<file path="src/rtl/spi_dbuf_pkg.sv">
package spi_dbuf_pkg;
    localparam int ST_RXF   = 7;
    localparam int ST_OVF   = 6;
    localparam int ST_TXE   = 5;
    localparam int RATE_LSB = 1;
    localparam int MODE_BIT = 0;

    typedef enum logic {
        ADDR_DATA = 1'b0,
        ADDR_CTRL = 1'b1
    } reg_addr_e;
endpackage

</file>
<file path="src/rtl/spi_dbuf_regs.sv">
module spi_dbuf_regs
    import spi_dbuf_pkg::*;
#(
    parameter int DW     = 8,
    parameter int RATE_W = 2
) (
    input  logic              clk,
    input  logic              rst_n,
    input  logic              bus_en,
    input  logic              bus_wr,
    input  logic              bus_addr,
    input  logic [DW-1:0]     bus_wdata,
    output logic [DW-1:0]     bus_rdata,
    output logic              master_mode,
    output logic [RATE_W-1:0] rate_sel,
    output logic              tx_valid,
    output logic [DW-1:0]     tx_byte,
    input  logic              tx_take,
    input  logic              rx_done,
    input  logic [DW-1:0]     rx_byte
);
    typedef struct packed {
        logic              mode;
        logic [RATE_W-1:0] rate;
        logic              txe;
        logic [DW-1:0]     txb;
        logic              rxf;
        logic              ovf;
        logic [DW-1:0]     rxb;
        logic              armed;
    } regs_t;

    regs_t q, d;
    logic rd_stat, rd_data, wr_data, wr_ctrl, clear_w, rxf_base;

    always_comb begin
        rd_stat  = bus_en && !bus_wr && bus_addr == ADDR_CTRL;
        rd_data  = bus_en && !bus_wr && bus_addr == ADDR_DATA;
        wr_data  = bus_en &&  bus_wr && bus_addr == ADDR_DATA;
        wr_ctrl  = bus_en &&  bus_wr && bus_addr == ADDR_CTRL;
        clear_w  = rd_data && q.armed;
        rxf_base = clear_w ? 1'b0 : q.rxf;

        d       = q;
        d.rxf   = rxf_base;
        d.ovf   = clear_w ? 1'b0 : q.ovf;
        if (rd_stat)      d.armed = q.rxf;
        else if (rd_data) d.armed = 1'b0;
        if (rx_done) begin
            if (rxf_base) d.ovf = 1'b1;
            else begin
                d.rxf = 1'b1;
                d.rxb = rx_byte;
            end
        end
        if (tx_take) d.txe = 1'b1;
        if (wr_data) begin
            d.txb = bus_wdata;
            d.txe = 1'b0;
        end
        if (wr_ctrl) begin
            d.mode = bus_wdata[MODE_BIT];
            d.rate = bus_wdata[RATE_LSB +: RATE_W];
        end

        bus_rdata = '0;
        if (bus_addr == ADDR_DATA) bus_rdata = q.rxb;
        else begin
            bus_rdata[ST_RXF]               = q.rxf;
            bus_rdata[ST_OVF]               = q.ovf;
            bus_rdata[ST_TXE]               = q.txe;
            bus_rdata[RATE_LSB +: RATE_W]   = q.rate;
            bus_rdata[MODE_BIT]             = q.mode;
        end
    end

    always_ff @(posedge clk or negedge rst_n) begin
        if (!rst_n) begin
            q     <= '0;
            q.txe <= 1'b1;
        end else begin
            q <= d;
        end
    end

    assign master_mode = q.mode;
    assign rate_sel    = q.rate;
    assign tx_valid    = !q.txe;
    assign tx_byte     = q.txb;


    rxf_clear_chk: assert property (@(posedge clk) disable iff (!rst_n)
        $fell(q.rxf) |-> $past(rd_data));

    ovf_set_chk: assert property (@(posedge clk) disable iff (!rst_n)
        $rose(q.ovf) |-> $past(q.rxf && rx_done));

    rxb_load_chk: assert property (@(posedge clk) disable iff (!rst_n)
        !$stable(q.rxb) |-> ($past(rx_done) && q.rxf));
endmodule

</file>
<file path="src/rtl/spi_dbuf_master.sv">
module spi_dbuf_master #(
    parameter int DW     = 8,
    parameter int RATE_W = 2
) (
    input  logic              clk,
    input  logic              rst_n,
    input  logic              en,
    input  logic [RATE_W-1:0] rate_sel,
    input  logic              tx_valid,
    input  logic [DW-1:0]     tx_byte,
    output logic              tx_take,
    output logic              done,
    output logic [DW-1:0]     rx_byte,
    output logic              sck_o,
    output logic              mosi_o,
    output logic              ss_n_o,
    input  logic              miso_i
);
    localparam int CNT_W = 2 * ((1 << RATE_W) - 1);
    localparam int BW    = $clog2(DW);

    typedef struct packed {
        logic             busy;
        logic             sck;
        logic [CNT_W-1:0] cnt;
        logic [BW-1:0]    bits;
        logic [DW-1:0]    shreg;
        logic             inbit;
    } mst_t;

    mst_t q, d;
    logic [CNT_W:0] lim_w;

    always_comb begin
        lim_w   = ({{CNT_W{1'b0}}, 1'b1} << (2 * rate_sel)) - 1'b1;
        d       = q;
        tx_take = 1'b0;
        done    = 1'b0;
        if (!q.busy) begin
            if (en && tx_valid) begin
                d.busy  = 1'b1;
                d.shreg = tx_byte;
                d.cnt   = '0;
                d.bits  = '0;
                d.sck   = 1'b0;
                tx_take = 1'b1;
            end
        end else if (q.cnt == lim_w[CNT_W-1:0]) begin
            d.cnt = '0;
            if (!q.sck) begin
                d.sck   = 1'b1;
                d.inbit = miso_i;
            end else begin
                d.sck   = 1'b0;
                d.shreg = {q.shreg[DW-2:0], q.inbit};
                d.bits  = q.bits + 1'b1;
                if (q.bits == BW'(DW - 1)) begin
                    d.busy = 1'b0;
                    done   = 1'b1;
                end
            end
        end else begin
            d.cnt = q.cnt + 1'b1;
        end
    end

    always_ff @(posedge clk or negedge rst_n) begin
        if (!rst_n) q <= '0;
        else        q <= d;
    end

    assign rx_byte = {q.shreg[DW-2:0], q.inbit};
    assign sck_o   = q.sck;
    assign mosi_o  = q.busy & q.shreg[DW-1];
    assign ss_n_o  = !q.busy;


    sck_idle_chk: assert property (@(posedge clk) disable iff (!rst_n)
        ss_n_o |-> !sck_o);

    mosi_hold_chk: assert property (@(posedge clk) disable iff (!rst_n)
        (sck_o && $past(sck_o)) |-> $stable(mosi_o));
endmodule

</file>
<file path="src/rtl/spi_dbuf_slave.sv">
module spi_dbuf_slave #(
    parameter int DW = 8
) (
    input  logic          clk,
    input  logic          rst_n,
    input  logic          en,
    input  logic [DW-1:0] tx_byte,
    output logic          tx_take,
    output logic          done,
    output logic [DW-1:0] rx_byte,
    input  logic          sck_i,
    input  logic          mosi_i,
    input  logic          ss_n_i,
    output logic          miso_o
);
    localparam int BW = $clog2(DW);

    typedef struct packed {
        logic [2:0]    sck_s;
        logic [2:0]    ss_s;
        logic [1:0]    mo_s;
        logic          active;
        logic [BW-1:0] bits;
        logic [DW-1:0] shreg;
        logic          inbit;
    } slv_t;

    slv_t q, d;
    logic rise_w, fall_w, start_w;

    always_comb begin
        rise_w  =  q.sck_s[1] && !q.sck_s[2];
        fall_w  = !q.sck_s[1] &&  q.sck_s[2];
        start_w = !q.ss_s[1]  &&  q.ss_s[2];
        d       = q;
        d.sck_s = {q.sck_s[1:0], sck_i};
        d.ss_s  = {q.ss_s[1:0], ss_n_i};
        d.mo_s  = {q.mo_s[0], mosi_i};
        tx_take = 1'b0;
        done    = 1'b0;
        if (!en) begin
            d.active = 1'b0;
        end else if (start_w) begin
            d.active = 1'b1;
            d.bits   = '0;
            d.shreg  = tx_byte;
            tx_take  = 1'b1;
        end else if (q.ss_s[1]) begin
            d.active = 1'b0;
        end else if (q.active) begin
            if (rise_w) d.inbit = q.mo_s[1];
            if (fall_w) begin
                d.shreg = {q.shreg[DW-2:0], q.inbit};
                d.bits  = q.bits + 1'b1;
                if (q.bits == BW'(DW - 1)) begin
                    done    = 1'b1;
                    d.shreg = tx_byte;
                    tx_take = 1'b1;
                end
            end
        end
    end

    always_ff @(posedge clk or negedge rst_n) begin
        if (!rst_n) begin
            q      <= '0;
            q.ss_s <= '1;
        end else begin
            q <= d;
        end
    end

    assign rx_byte = {q.shreg[DW-2:0], q.inbit};
    assign miso_o  = q.active & q.shreg[DW-1];


    slave_sel_chk: assert property (@(posedge clk) disable iff (!rst_n)
        done |-> (q.active && !q.ss_s[1]));
endmodule

</file>
<file path="src/rtl/spi_dbuf_ctrl.sv">
module spi_dbuf_ctrl #(
    parameter int DW     = 8,
    parameter int RATE_W = 2
) (
    input  logic          clk,
    input  logic          rst_n,
    input  logic          bus_en,
    input  logic          bus_wr,
    input  logic          bus_addr,
    input  logic [DW-1:0] bus_wdata,
    output logic [DW-1:0] bus_rdata,
    output logic          sck_o,
    output logic          mosi_o,
    output logic          ss_n_o,
    input  logic          miso_i,
    input  logic          sck_i,
    input  logic          mosi_i,
    input  logic          ss_n_i,
    output logic          miso_o
);
    logic              master_mode, tx_valid;
    logic [RATE_W-1:0] rate_sel;
    logic [DW-1:0]     tx_byte, m_rx, s_rx, rx_byte;
    logic              m_take, s_take, m_done, s_done;

    spi_dbuf_regs #(.DW(DW), .RATE_W(RATE_W)) u_regs (
        .clk(clk), .rst_n(rst_n), .bus_en(bus_en), .bus_wr(bus_wr),
        .bus_addr(bus_addr), .bus_wdata(bus_wdata), .bus_rdata(bus_rdata),
        .master_mode(master_mode), .rate_sel(rate_sel), .tx_valid(tx_valid),
        .tx_byte(tx_byte), .tx_take(m_take | s_take),
        .rx_done(m_done | s_done), .rx_byte(rx_byte)
    );

    spi_dbuf_master #(.DW(DW), .RATE_W(RATE_W)) u_master (
        .clk(clk), .rst_n(rst_n), .en(master_mode), .rate_sel(rate_sel),
        .tx_valid(tx_valid), .tx_byte(tx_byte), .tx_take(m_take),
        .done(m_done), .rx_byte(m_rx), .sck_o(sck_o), .mosi_o(mosi_o),
        .ss_n_o(ss_n_o), .miso_i(miso_i)
    );

    spi_dbuf_slave #(.DW(DW)) u_slave (
        .clk(clk), .rst_n(rst_n), .en(!master_mode), .tx_byte(tx_byte),
        .tx_take(s_take), .done(s_done), .rx_byte(s_rx), .sck_i(sck_i),
        .mosi_i(mosi_i), .ss_n_i(ss_n_i), .miso_o(miso_o)
    );

    assign rx_byte = master_mode ? m_rx : s_rx;


    role_excl_chk: assert property (@(posedge clk) disable iff (!rst_n)
        !(m_done && s_done));
endmodule

</file>
<file path="config.mk">
export PLATFORM = sky130hd
export DESIGN_NAME = spi_dbuf_ctrl
export DESIGN_NICKNAME = d
export VERILOG_FILES = /design/src/rtl/spi_dbuf_pkg.sv /design/src/rtl/spi_dbuf_regs.sv /design/src/rtl/spi_dbuf_master.sv /design/src/rtl/spi_dbuf_slave.sv /design/src/rtl/spi_dbuf_ctrl.sv
export SDC_FILE = /design/constraint.sdc
export NUM_CORES = 1
export LEC_CHECK = 0
export BUFFER_PORTS_ARGS = -buffer_cell sky130_fd_sc_hd__buf_2
export CAP_MARGIN = 20
export CORE_ASPECT_RATIO = 1.2
export CORE_MARGIN = 10
export CORE_UTILIZATION = 45
export DETAILED_ROUTE_END_ITERATION = 10
export PLACE_DENSITY_LB_ADDON = 0.08
export RECOVER_POWER = 100
export SLEW_MARGIN = 20
export SYNTH_ARGS = -nofsm -noshare
export SYNTH_HDL_FRONTEND = slang
export SYNTH_SLANG_ARGS = --single-unit
export TNS_END_PERCENT = 5
</file>
<file path="constraint.sdc">
create_clock -name clk -period 2 [get_ports clk]
set_input_delay 0.1 -clock clk [delete_from_list [all_inputs] [get_ports clk]]
set_output_delay 0.1 -clock clk [all_outputs]
set_load 0.05 [all_outputs]
</file>
After elaboration in Yosys (flattened, before gate mapping). Index checks and enable logic that the tools add are counted.

Register bits after elaboration: 64. Input bits: 17. Output and inout port bits: 12.

Add/subtract/negate cells: 4. Equal/unequal tests: 6. Shift operators: 1. Mux-type cells: 45. Bitwise operators: 10. Reduce and logical (&&, ||, !) cells: 29.

Operator list (number): $mux 12 (4); $mux 19 (2); $mux 1 (27); $mux 8 (3); $mux 11 (2); $logic_and 1x1->1 (11); $mux 10 (1); $reduce_bool 2->1 (5); $mux 9 (1); $add 3x1->3 const B (2); $add 6x1->6 const B (1); $eq 3x3->1 const B (2); $eq 6x6->1 (1); $logic_not 1->1 (6); $mux 3 (2); $mux 6 (1); $ne 2x2->1 const B (3); $not 1->1 (6); $reduce_and 3->1 (2); $shl 1x3->6 const A (1); $sub 6x1->6 const B (1); $reduce_and 5->1 (1); $mux 2 (2); $reduce_and 2->1 (2); other kinds (4) (6).

Logic depth before layout (Yosys ltp).
Depth after elaboration: 10. Gate-level depth with buffers: 7. Gate-level depth less buffers: 6.

Hierarchy. From an unflattened synthesis, not the netlist that was laid out.

Cell total of the unflattened synthesis: 284. Area total of the unflattened synthesis: 3348.2 um2.

Modules (own cells, without submodules): spi_dbuf_master (instances 1, cells each 124, area an instance 1178.6 um2, seq. area each 500.5 um2); spi_dbuf_regs (instances 1, cells each 76, area an instance 1043.5 um2, seq. area each 576.8 um2); spi_dbuf_slave (instances 1, cells each 72, area an instance 978.4 um2, seq. area each 529.3 um2); spi_dbuf_ctrl (instances 1, cells each 12, area an instance 147.6 um2, seq. area each 0.0 um2).

Worst setup path before layout. Ideal clock, no wire load.

Path type: reg2reg. From: register u_slave.q[9] (netlist bit). To: register u_regs.q[1] (netlist bit). Setup time: 0.125 ns. Data arrival time: 1.929 ns. Required time: 1.875 ns. Setup slack: -0.054 ns. Stages on the path, launching flop included: 7. Clock period less this slack: 2.054 ns. Path through: dfrtp_1 ha_1 ha_1 clkbuf_1 and4b_1 o21ai_4 mux2_4.

Cells in the longest elaborated chain, start to end: 9.

Ends and longest elaborated chain: from (decl) (line spi_dbuf_slave.sv:28) `slv_t q, d;`; $eq 3x3->1 (line spi_dbuf_slave.sv:55) `if (q.bits == BW'(DW - 1)) begin`; $mux 1 (line spi_dbuf_slave.sv:55); $mux 1 (line spi_dbuf_slave.sv:52) `if (fall_w) begin`; $mux 1 (line spi_dbuf_slave.sv:50) `end else if (q.active) begin`; $mux 1 (line spi_dbuf_slave.sv:48) `end else if (q.ss_s[1]) begin`; $mux 1 (line spi_dbuf_slave.sv:43) `end else if (start_w) begin`; $mux 1 (line spi_dbuf_slave.sv:41) `if (!en) begin`; $or 1x1->1 (line spi_dbuf_ctrl.sv:31) `.rx_done(m_done | s_done), .rx_byte(rx_byte)`; $reduce_and 2->1 (no source line); to (decl) (line spi_dbuf_regs.sv:33) `regs_t q, d;`.

Every way passes these cells. A chain may end at the register's enable or synchronous reset.

Worst setup path in the final report.
From: register u_master.q[17] (netlist bit). To: register u_regs.q[3] (netlist bit).

Cells in the longest elaborated chain, start to end: 5.

Ends and longest elaborated chain: from (decl) (line spi_dbuf_master.sv:31) `mst_t q, d;`; from (signal assigned) (line spi_dbuf_master.sv:68) `if (!rst_n) q <= '0;`; from (signal assigned) (line spi_dbuf_master.sv:69) `else q <= d;`; $eq 6x6->1 (line spi_dbuf_master.sv:48) `end else if (q.cnt == lim_w[CNT_W-1:0]) begin`; $mux 1 (line spi_dbuf_master.sv:48); $mux 1 (line spi_dbuf_master.sv:39) `if (!q.busy) begin`; $or 1x1->1 (line spi_dbuf_ctrl.sv:31); $reduce_and 2->1 (no source line).

Every way passes these cells.

==> metrics.md <==
| Metric | Value |
|---|---|
| DR iter-0 viols | 72 |
| ANT nets after route | 0 |
| Vias after detailed routing | 2,100 |
| Worst-path clk slew | 0.07 ns |
| Global-route usage over all layers | 13.54% |
| Final setup fails | 0 |
| Peak supply drop | 0.4968 mV |
| Worst slew pin tran | 1.207 ns |
| Sequential share of power | 49.4% |
| GRT overflow | 0 |
| Max-capacitance violation count | 0 |
| HP Class | in -> reg |
| Syn avg cell area | 12.04 µm² |
| Number of flops mapped to enable cells by yosys | 0 |
| Most common cell after layout, fill and taps aside | dfrtp_1 |
| Die area | 10,410 µm² |
| Max-Slew Margin vs Limit | 19.52% |
| Seq cells post-synth | 64 |
| CTS tree | done |
| Ports | 29 |
| Internal | 2.534 mW |
| Clock network fraction of design power | 27.6% |
| IO buf count | 28 |
| Area Growth Syn to Fin | 17.92% |
| Core area | 6486 µm² |
| Leak | 1.686 nW |
| CP Capture Type | register |
| DR pass1 iterations | 4 |
| Status | finished clean |
| Crit start category | register |
| Setup Skew | 0.008910 ns |
| Clock Tree Buf Depth | 2 |
| Layout cell share with drive strength beyond 1 | 25.66% |
| Average wire per standard cell | 16.59 µm |
| Largest net degree at the start of global routing | 44 |
| Ys Warns | 0 |
| Crit path required time | 2.22 ns |
| CTS buffer count | 9 |
| Total Nets Final | 321 |
| Ranking of synthesized cells by area | dfrtp_1 50%, mux2_2 9.7%, a22o_1 3.8% |
| Mapped Cells | 251 |
| Part of the power in combinational logic | 23.1% |
| Final HPWL DP | 4.639 mm |
| Mapped Nets | 273 |
| Post-synthesis sequential area ratio | 53.15% |
| Crit Path Class | reg -> reg |
| Placement Rows | 32 |
| Clock Sinks | 64 |
| Ys flop type | dfrtp_1 |
| Starting Density | 46.60% |
| Crit-path max FO | 8 |
| Post-synth cell types | 47 |
| Synth Cell Area | 3023 µm² |
| H-tree depth | 3 |
| Psw | 1.215 mW |
| WHS Path Cells | 2 |
| Power Total | 3.749 mW |
| DRT Wirelength | 6.453 mm |
| Final Hold Viols | 0 |
| CTS resizes | 0 |
| Worst path arrival time | 2.07 ns |
| Sw Ratio | 32.41% |
| DR DRC count | 0 |
| Routed vias/inst | 5.398 |
| Commonest cells after routing, fill and taps aside | 60 x dfrtp_1, 28 x nand2_1, 26 x mux2_2, 20 x clkbuf_1, 14 x buf_2 |
| First-pass GRT wire length | 10.99 mm |
| Reg2Reg Depth | 5 |
| PD cells | 1052 nW/µm² |
| Die extent in y | 109.8 µm |
| FFs w/ async S/R, synth | 100.0% |
| Antenna Diode Count | 0 |
| Cell accounting for the most synthesized area | dfrtp_1 |
| Clk Latency, worst-skew pair | 0.34 ns |
| Setup TNS | 0 ns |
| CTS Root Cell | clkbuf_8 |
| Fmax | 539.9 MHz |
| Yosys top cell area share | 49.67% |
| Final period demand of the worst path | 1.852 ns |
| RSZ-0062 raised after global routing | false |
| Vias in the first global route | 2,180 |
| Initial antenna violation count | 0 |
| Final Cycle Share | 92.62% |
| Chip Width | 94.82 µm |
| Max-slew violations | 0 |
| RD Place Congestion | 0.8100 |
-- area by class of cell --
cell class / count / area (µm²)
clock buffers: 16 / 180.2
multi-input cells: 170 / 1348
well taps: 85 / 106.4
flip-flops and latches: 64 / 1607
repair buffers: 49 / 305.3
inverters: 5 / 18.77
fillers: 603 / 2922
-- synthesized netlist by cell type, drive strengths merged (4+ instances only) --
| library cell | count |
|---|---|
| a21oi | 6 |
| clkbuf | 9 |
| dfrtp | 60 |
| nor3 | 6 |
| o21ai | 10 |
| a21o | 9 |
| mux2 | 34 |
| nand3 | 5 |
| dfstp | 4 |
| o221ai | 8 |
| mux2i | 10 |
| inv | 5 |
| ha | 5 |
| nand2 | 28 |
| nor2 | 6 |
| a22o | 13 |
-- flip-flops by register name (all words and copies together), names as in the netlist --
signal              count
u_slave.d               5
u_master.sck_o          1
u_master.q             11
u_regs.tx_byte          8
u_slave.rx_byte         8
u_slave.q               8
u_regs.master_mode      1
u_regs.q               12
u_regs.rate_sel         2
u_master.rx_byte        8
-- final timing paths --
check | startpoint | endpoint | slack (ns)
worst max-delay path | u_master.q[17] | u_regs.q[3] | 0.15
worst min-delay path | bus_wdata[1] | u_regs.tx_byte[1] | 0.006
worst max register to register | u_master.q[17] | u_regs.q[3] | 0.15
worst min register to register | u_slave.d[19] | u_slave.d[20] | 0.35
max in group asynchronous | rst_n | u_regs.q[19] | 0.58
min in group asynchronous | rst_n | u_regs.q[9] | 0.52
-- power by group through the flow --
stage          clock (mW)  combinational (mW)  sequential (mW)
2_1_floorplan           0               0.690             1.78
3_3_place_gp            0               0.865             1.87
3_5_place_dp            0               0.874             1.87
4_1_cts              1.04               0.896             1.85
5_1_grt              1.10               0.971             1.90
6_report             1.03               0.866             1.85
-- through the flow --
stage / setup slack, ns / cells / util, % / hold slack, ns / instance area (µm²)
2_1_floorplan: 0.05044 / 251 / - / -0.1956 / 3024
3_3_place_gp: 0.1634 / 362 / 50.98 / 0.1064 / 3307
3_5_place_dp: 0.1170 / 362 / 50.98 / 0.09806 / 3307
4_1_cts: 0.1170 / 389 / 55.46 / 0.001642 / 3597
5_1_grt: 0.01655 / 389 / 54.96 / 0.008536 / 3565
6_report: 0.1477 / 389 / 54.96 / 0.006043 / 3565
-- critical path: stages, from the launching register on --
cell      delay (ns)
dfrtp_1         0.42
and4_1          0.21
nor2_1          0.29
a211oi_2        0.13
o21ai_4         0.35
mux2_4          0.33
-- kinds of logic (layout without fill, tap and decap cells) --
group                      Yosys count  count (layout)  share of synthesized area, %
and+or+nand+nor                     65              65                         11.09
AOI/OAI and AO/OA                   55              55                         14.28
DFF                                 64              64                         53.15
muxes                               44              44                         16.85
adders and majority gates            5               5                         2.070
buffers and inverters               17              70                         2.276
xor gates and xnor gates             1               1                        0.2898
-- routing by layer --
layer	up-vias	GRT usage (%)	wire length, µm
li1	1020	-	-
met1	1043	17.46	3028
met2	27	21.22	3065
met3	10	3.274	258
met4	0	5.782	101
met5	-	0	0
-- what timing repair did --
item / 4_1_cts / 5_1_grt
endpoints found under the setup margin: 0 / 6
buffers inserted: 0 / 0
hold endpoints to repair: 29 / 0
hold buffers: 11 / 0
Power figures use the tool's default switching activity.
